`src/rtl/dma_csr_pkg.sv`:
```
package dma_csr_pkg;

  localparam int unsigned CSR_W     = 32;
  localparam int unsigned CMD_W     = 4;
  localparam int unsigned LANES     = 8;

  localparam int unsigned CMD_LSB   = 4;
  localparam int unsigned EN_BIT    = 8;
  localparam int unsigned WIDE_BIT  = 9;
  localparam int unsigned FLUSH_BIT = 10;
  localparam int unsigned DONE_ST   = 12;
  localparam int unsigned DONE_EN   = 13;
  localparam int unsigned BE_ST     = 14;
  localparam int unsigned BE_EN     = 15;
  localparam int unsigned LANE_LSB  = 16;

  typedef struct packed {
    logic [CMD_W-1:0] cmd;
    logic             en;
    logic             wide;
    logic [LANES-1:0] lanes_n;
    logic             done_ie;
    logic             ext_ie;
  } ctrl_t;

endpackage

```
`src/rtl/dma_csr_fields.sv`:
```
module dma_csr_fields
  import dma_csr_pkg::*;
#(
  parameter bit WIDE64 = 1'b1
) (
  input  logic             clk,
  input  logic             rst_n,
  input  logic             wr_en,
  input  logic [CSR_W-1:0] wr_data,
  output ctrl_t            ctrl
);

  localparam int unsigned LANE_W = WIDE64 ? LANES : LANES / 2;

  logic [CMD_W-1:0]  cmd_q, cmd_d;
  logic              en_q, en_d;
  logic              done_ie_q, done_ie_d;
  logic              ext_ie_q, ext_ie_d;
  logic [LANE_W-1:0] lane_q, lane_d;

  always_comb begin
    cmd_d     = cmd_q;
    en_d      = en_q;
    done_ie_d = done_ie_q;
    ext_ie_d  = ext_ie_q;
    lane_d    = lane_q;
    if (wr_en) begin
      cmd_d     = wr_data[CMD_LSB +: CMD_W];
      en_d      = wr_data[EN_BIT];
      done_ie_d = wr_data[DONE_EN];
      ext_ie_d  = wr_data[BE_EN];
      lane_d    = wr_data[LANE_LSB +: LANE_W];
    end
  end

  always_ff @(posedge clk or negedge rst_n) begin
    if (!rst_n) begin
      cmd_q     <= '0;
      en_q      <= 1'b0;
      done_ie_q <= 1'b0;
      ext_ie_q  <= 1'b0;
      lane_q    <= '0;
    end else if (wr_en) begin
      cmd_q     <= cmd_d;
      en_q      <= en_d;
      done_ie_q <= done_ie_d;
      ext_ie_q  <= ext_ie_d;
      lane_q    <= lane_d;
    end
  end

  generate
    if (WIDE64) begin : g_wide
      logic wide_q, wide_d;
      always_comb begin
        wide_d = wide_q;
        if (wr_en) wide_d = wr_data[WIDE_BIT];
      end
      always_ff @(posedge clk or negedge rst_n) begin
        if (!rst_n)     wide_q <= 1'b0;
        else if (wr_en) wide_q <= wide_d;
      end
      assign ctrl.wide    = wide_q;
      assign ctrl.lanes_n = lane_q;
    end else begin : g_narrow
      assign ctrl.wide    = 1'b0;
      assign ctrl.lanes_n = {{(LANES - LANE_W){1'b0}}, lane_q};
    end
  endgenerate

  assign ctrl.cmd     = cmd_q;
  assign ctrl.en      = en_q;
  assign ctrl.done_ie = done_ie_q;
  assign ctrl.ext_ie  = ext_ie_q;

endmodule

```
`src/rtl/dma_csr_w1c.sv`:
```
module dma_csr_w1c (
  input  logic clk,
  input  logic rst_n,
  input  logic set_i,
  input  logic clr_i,
  output logic flag_o
);

  logic flag_q, flag_d, upd;

  assign upd = set_i | clr_i;

  always_comb begin
    flag_d = flag_q;
    if (set_i)      flag_d = 1'b1;
    else if (clr_i) flag_d = 1'b0;
  end

  always_ff @(posedge clk or negedge rst_n) begin
    if (!rst_n)   flag_q <= 1'b0;
    else if (upd) flag_q <= flag_d;
  end

  assign flag_o = flag_q;

endmodule

```
`src/rtl/dma_csr_flush.sv`:
```
module dma_csr_flush
  import dma_csr_pkg::*;
(
  input  logic             wr_en,
  input  logic [CSR_W-1:0] wr_data,
  input  logic             recov_en,
  output logic             flush_o
);

  assign flush_o = wr_en & wr_data[FLUSH_BIT] & recov_en;

endmodule

```
`src/rtl/dma_csr.sv`:
```
module dma_csr
  import dma_csr_pkg::*;
#(
  parameter bit WIDE64 = 1'b1
) (
  input  logic        clk,
  input  logic        rst_n,
  input  logic        wr_en,
  input  logic [31:0] wr_data,
  output logic [31:0] rd_data,
  input  logic        dma_done,
  input  logic        ext_irq_n,
  input  logic        recov_en,
  output logic [3:0]  bus_cmd,
  output logic        dir_to_bus,
  output logic        dma_en,
  output logic        wide_xfer,
  output logic [7:0]  byte_en_n,
  output logic        fifo_flush,
  output logic        irq
);

  ctrl_t ctrl;
  logic  done_st, ext_st;
  logic  ext_set;

  dma_csr_fields #(.WIDE64(WIDE64)) u_fields (
    .clk     (clk),
    .rst_n   (rst_n),
    .wr_en   (wr_en),
    .wr_data (wr_data),
    .ctrl    (ctrl)
  );

  // enable is sampled before any write in the same cycle lands
  assign ext_set = ~ext_irq_n & ctrl.ext_ie;

  dma_csr_w1c u_done_st (
    .clk    (clk),
    .rst_n  (rst_n),
    .set_i  (dma_done),
    .clr_i  (wr_en & wr_data[DONE_ST]),
    .flag_o (done_st)
  );

  dma_csr_w1c u_ext_st (
    .clk    (clk),
    .rst_n  (rst_n),
    .set_i  (ext_set),
    .clr_i  (wr_en & wr_data[BE_ST]),
    .flag_o (ext_st)
  );

  dma_csr_flush u_flush (
    .wr_en    (wr_en),
    .wr_data  (wr_data),
    .recov_en (recov_en),
    .flush_o  (fifo_flush)
  );

  always_comb begin
    rd_data                              = '0;
    rd_data[CMD_LSB +: CMD_W]            = ctrl.cmd;
    rd_data[EN_BIT]                      = ctrl.en;
    rd_data[WIDE_BIT]                    = ctrl.wide;
    rd_data[DONE_ST]                     = done_st;
    rd_data[DONE_EN]                     = ctrl.done_ie;
    rd_data[BE_ST]                       = ext_st;
    rd_data[BE_EN]                       = ctrl.ext_ie;
    rd_data[LANE_LSB +: LANES]           = ctrl.lanes_n;
  end

  assign bus_cmd    = ctrl.cmd;
  assign dir_to_bus = ctrl.cmd[0];
  assign dma_en     = ctrl.en;
  assign wide_xfer  = ctrl.wide;
  assign byte_en_n  = ctrl.lanes_n;
  assign irq        = (done_st & ctrl.done_ie) | (ext_st & ctrl.ext_ie);

endmodule

```
`config.mk`:
```
export PLATFORM = sky130hd
export DESIGN_NAME = dma_csr
export DESIGN_NICKNAME = d
export VERILOG_FILES = /design/src/rtl/dma_csr_pkg.sv /design/src/rtl/dma_csr_fields.sv /design/src/rtl/dma_csr_w1c.sv /design/src/rtl/dma_csr_flush.sv /design/src/rtl/dma_csr.sv
export SDC_FILE = /design/constraint.sdc
export NUM_CORES = 1
export LEC_CHECK = 0
export ABC_AREA = 1
export CORE_AREA = 2 2 61 63
export CTS_CLUSTER_SIZE = 12
export DETAILED_ROUTE_END_ITERATION = 8
export DIE_AREA = 0 0 63 65
export PLACE_DENSITY = 0.84
export SLEW_MARGIN = 20
export SYNTH_ARGS = -nofsm -noshare
export SYNTH_HDL_FRONTEND = slang
export SYNTH_HIERARCHICAL = 1
export SYNTH_SLANG_ARGS = --single-unit
export TNS_END_PERCENT = 20
```
`constraint.sdc`:
```
create_clock -name clk -period 1.07 [get_ports clk]
set_input_delay 0.1605 -clock clk [delete_from_list [all_inputs] [get_ports clk]]
set_output_delay 0.1605 -clock clk [all_outputs]
set_load 0.005 [all_outputs]
```
==> qor.txt <==
First-pass GRT wire length -> 3.62 mm
Setup tns final -> -0.0923 ns
Post-Route WL -> 2.31 mm
1st-iter DRT viols -> 38
Die height -> 65 microns
Static Leak -> 0.842 nW
Netlist cell types -> 10
H-tree levels -> 1
Fill cells -> 377
Clock latency on the worst-skew pair -> 0.28 ns
Routed Antenna Nets -> 0
Max cap viols -> 0
CP max-delay cell -> dfrtp_1
Final setup vio count -> 6
Crit-path max cell delay -> 0.41 ns
PnR worst setup slack -> -0.0281 ns
Setup crit end -> irq
Reg area -> 450 sq um
Max Fanout on Critical Path -> 3
DR vias -> 828
Data required, critical path -> 0.91 ns
Seq/Total Area, Yosys -> 43.3%
Post-synthesis cell count -> 126
Pwr Total -> 1.67 mW
DP Wirelength -> 1.66 mm
Power Dens Cells -> 1130 nW/um^2
Crit path max-delay family -> flip-flops
Core area -> 3500 sq um
CTS Buf Count -> 3
Placed cells -> 211
Nets -> 219
Drt drc -> 0
CTS sink cnt -> 18
DRT Pass-1 Iters -> 3
Worst setup EP type -> primary output
Hold Buf Count CTS -> 0
Warnings from Yosys -> 6
Largest net degree at the start of global routing -> 20
Reg2reg start -> u_fields/cmd_q[0]$_DFFE_PN0P_
Fin crit share -> 103%
Critical path arrival -> 0.94 ns
Critical-path cell list -> nand2_1 -> nand2_1 -> buf_2
Worst R2R End -> u_fields/cmd_q[0]$_DFFE_PN0P_
Proportion of layout cells with a drive suffix above 1 -> 35.0%
GR Util All Layers -> 11.5%
Flops & latches, synth -> 18
Worst reg2reg path depth -> 4
Startpoint Class -> flip-flop
CP dominant cell by count -> nand2_1
Setup crit start -> u_ext_st/flag_o$_DFFE_PN0P_
Status -> complete, but fails checks
Multi-input gate area -> 295 sq um
CTS Buffer Depth -> 2
N_diodes -> 0
Worst path bufs/invs -> 1
Worst-path clk slew -> 0.10 ns
Die Footprint -> 4100 sq um
Post-detailed-route wirelength per cell -> 10.1 microns
RSZ-0062 raised after global routing -> true
Post-synthesis cell area -> 1040 sq um
Die width -> 63 microns
Starting Density -> 29.8%
Total grt overflow -> 0
Gpl congestion -> 0.688
Kind of critical path -> flip-flop to primary output
Class of the worst hold path -> primary input to async pin
Vias in the first global route -> 812
Final hold viol count -> 0
Peak supply drop -> 0.338 mV
IO Pins -> 87
Via density -> 3.63
Row cnt -> 22
Max Freq -> 911 MHz
Avg Synthesized Cell Area -> 8.26 sq um
Final Slew Violations -> 0
Area growth syn-to-layout -> 42.3%
Root Buffer -> clkbuf_4
Non-filler instance count after layout -> 228
Cell count along the critical path -> 3
Failing checks -> negative setup slack
CTS tree -> built
Setup Skew -> 0.000208 ns
Port bufs -> 59
Initial antenna violation count -> 0
Reg2Reg Setup Slack -> 0.23 ns
Minimum clock period -> 1.10 ns
==> worst min path at each step <==
stage	from	end	slack (ns)	cells after the start
floorplan	rst_n	u_done_st/flag_o$_DFFE_PN0P_	-0.14	0
global placement	u_fields/en_q$_DFFE_PN0P_	u_fields/en_q$_DFFE_PN0P_	0.47	2
detailed placement	u_fields/en_q$_DFFE_PN0P_	u_fields/en_q$_DFFE_PN0P_	0.48	2
CTS	rst_n	u_fields/lane_q[6]$_DFFE_PN0P_	0.19	2
global route	rst_n	u_fields/lane_q[6]$_DFFE_PN0P_	0.20	2
finish	rst_n	u_fields/lane_q[6]$_DFFE_PN0P_	0.19	2
==> layout by cell type, fill, tap and decap left out, drive strengths merged <==
| cell | instances |
|---|---|
| nand2 | 58 |
| buf | 28 |
| clkbuf | 27 |
| clkdlybuf4s50 | 23 |
| dfrtp | 18 |
| conb | 14 |
| inv | 9 |
| nor2 | 2 |
| dlygate4sd2 | 1 |
==> metrics by stage <==
stage | utilization [%] | hold slack (ns) | instance area [sq um] | setup slack, ns
6_report | 42.4 | 0.195 | 1480 | -0.0281
5_1_grt | 42.4 | 0.203 | 1480 | -0.109
3_3_place_gp | 41.7 | 0.474 | 1460 | -0.346
4_1_cts | 45.4 | 0.194 | 1590 | -0.0512
2_1_floorplan | - | -0.135 | 1090 | 0.305
3_5_place_dp | 41.7 | 0.483 | 1460 | -0.367
==> cells in the mapped netlist <==
cell type	count	area share, %
inv_6	1	0.84
conb_1	1	0.36
nor2_2	2	1.2
nand2_1	53	19
buf_4	35	25
inv_1	8	2.9
buf_6	2	2.2
buf_12	1	1.9
dfrtp_1	18	43
nand2_2	5	3.0
==> kinds of logic (layout without fill, tap and decap cells) <==
family,Yosys count,count (layout),share of synthesized area [%]
other cells,1,14,0.360
buf+inv,47,88,33.1
flops,18,18,43.3
simple gates,60,60,23.3
==> metal layers <==
metal / share of wire, % / GRT usage, %
met1: 33 / 9.88
met2: 61 / 24.7
met3: 4.8 / 1.91
met4: 1.4 / 5.83
met5: 0 / 0
==> worst register-to-register path, delay by kind of cell (launching register included) <==
kind	cells	cell delay [ns]
buf+inv	2	0.25
flops	1	0.41
simple gates	2	0.09
==> area by class of cell <==
type / count / share of cell area [%]
sequential: 18 / 30.4
inverter: 9 / 2.62
multi-input combinational: 74 / 19.9
timing repair buffer: 75 / 40.5
tap: 48 / 4.05
clock buffer: 4 / 2.45
==> registers in the layout, summed over array words and instances, names as in the netlist <==
| name | count |
|---|---|
| u_done_st/flag_o | 1 |
| u_fields/ext_ie_q | 1 |
| u_ext_st/flag_o | 1 |
| u_fields/lane_q | 8 |
| u_fields/g_wide.wide_q | 1 |
| u_fields/en_q | 1 |
| u_fields/cmd_q | 4 |
| u_fields/done_ie_q | 1 |
==> report_power, final <==
group | internal (mW) | switching [mW]
logic | 0.287 | 0.188
clock network | 0.207 | 0.202
registers | 0.742 | 0.0479
total | 1.24 | 0.438
==> repair_timing <==
item                                    4_1_cts  5_1_grt
gates resized for setup                     106       25
pin swaps                                     1        2
endpoints found under the setup margin       35       31
buffers inserted                             12        1
No activity file was read; power rests on OpenSTA's default activity.
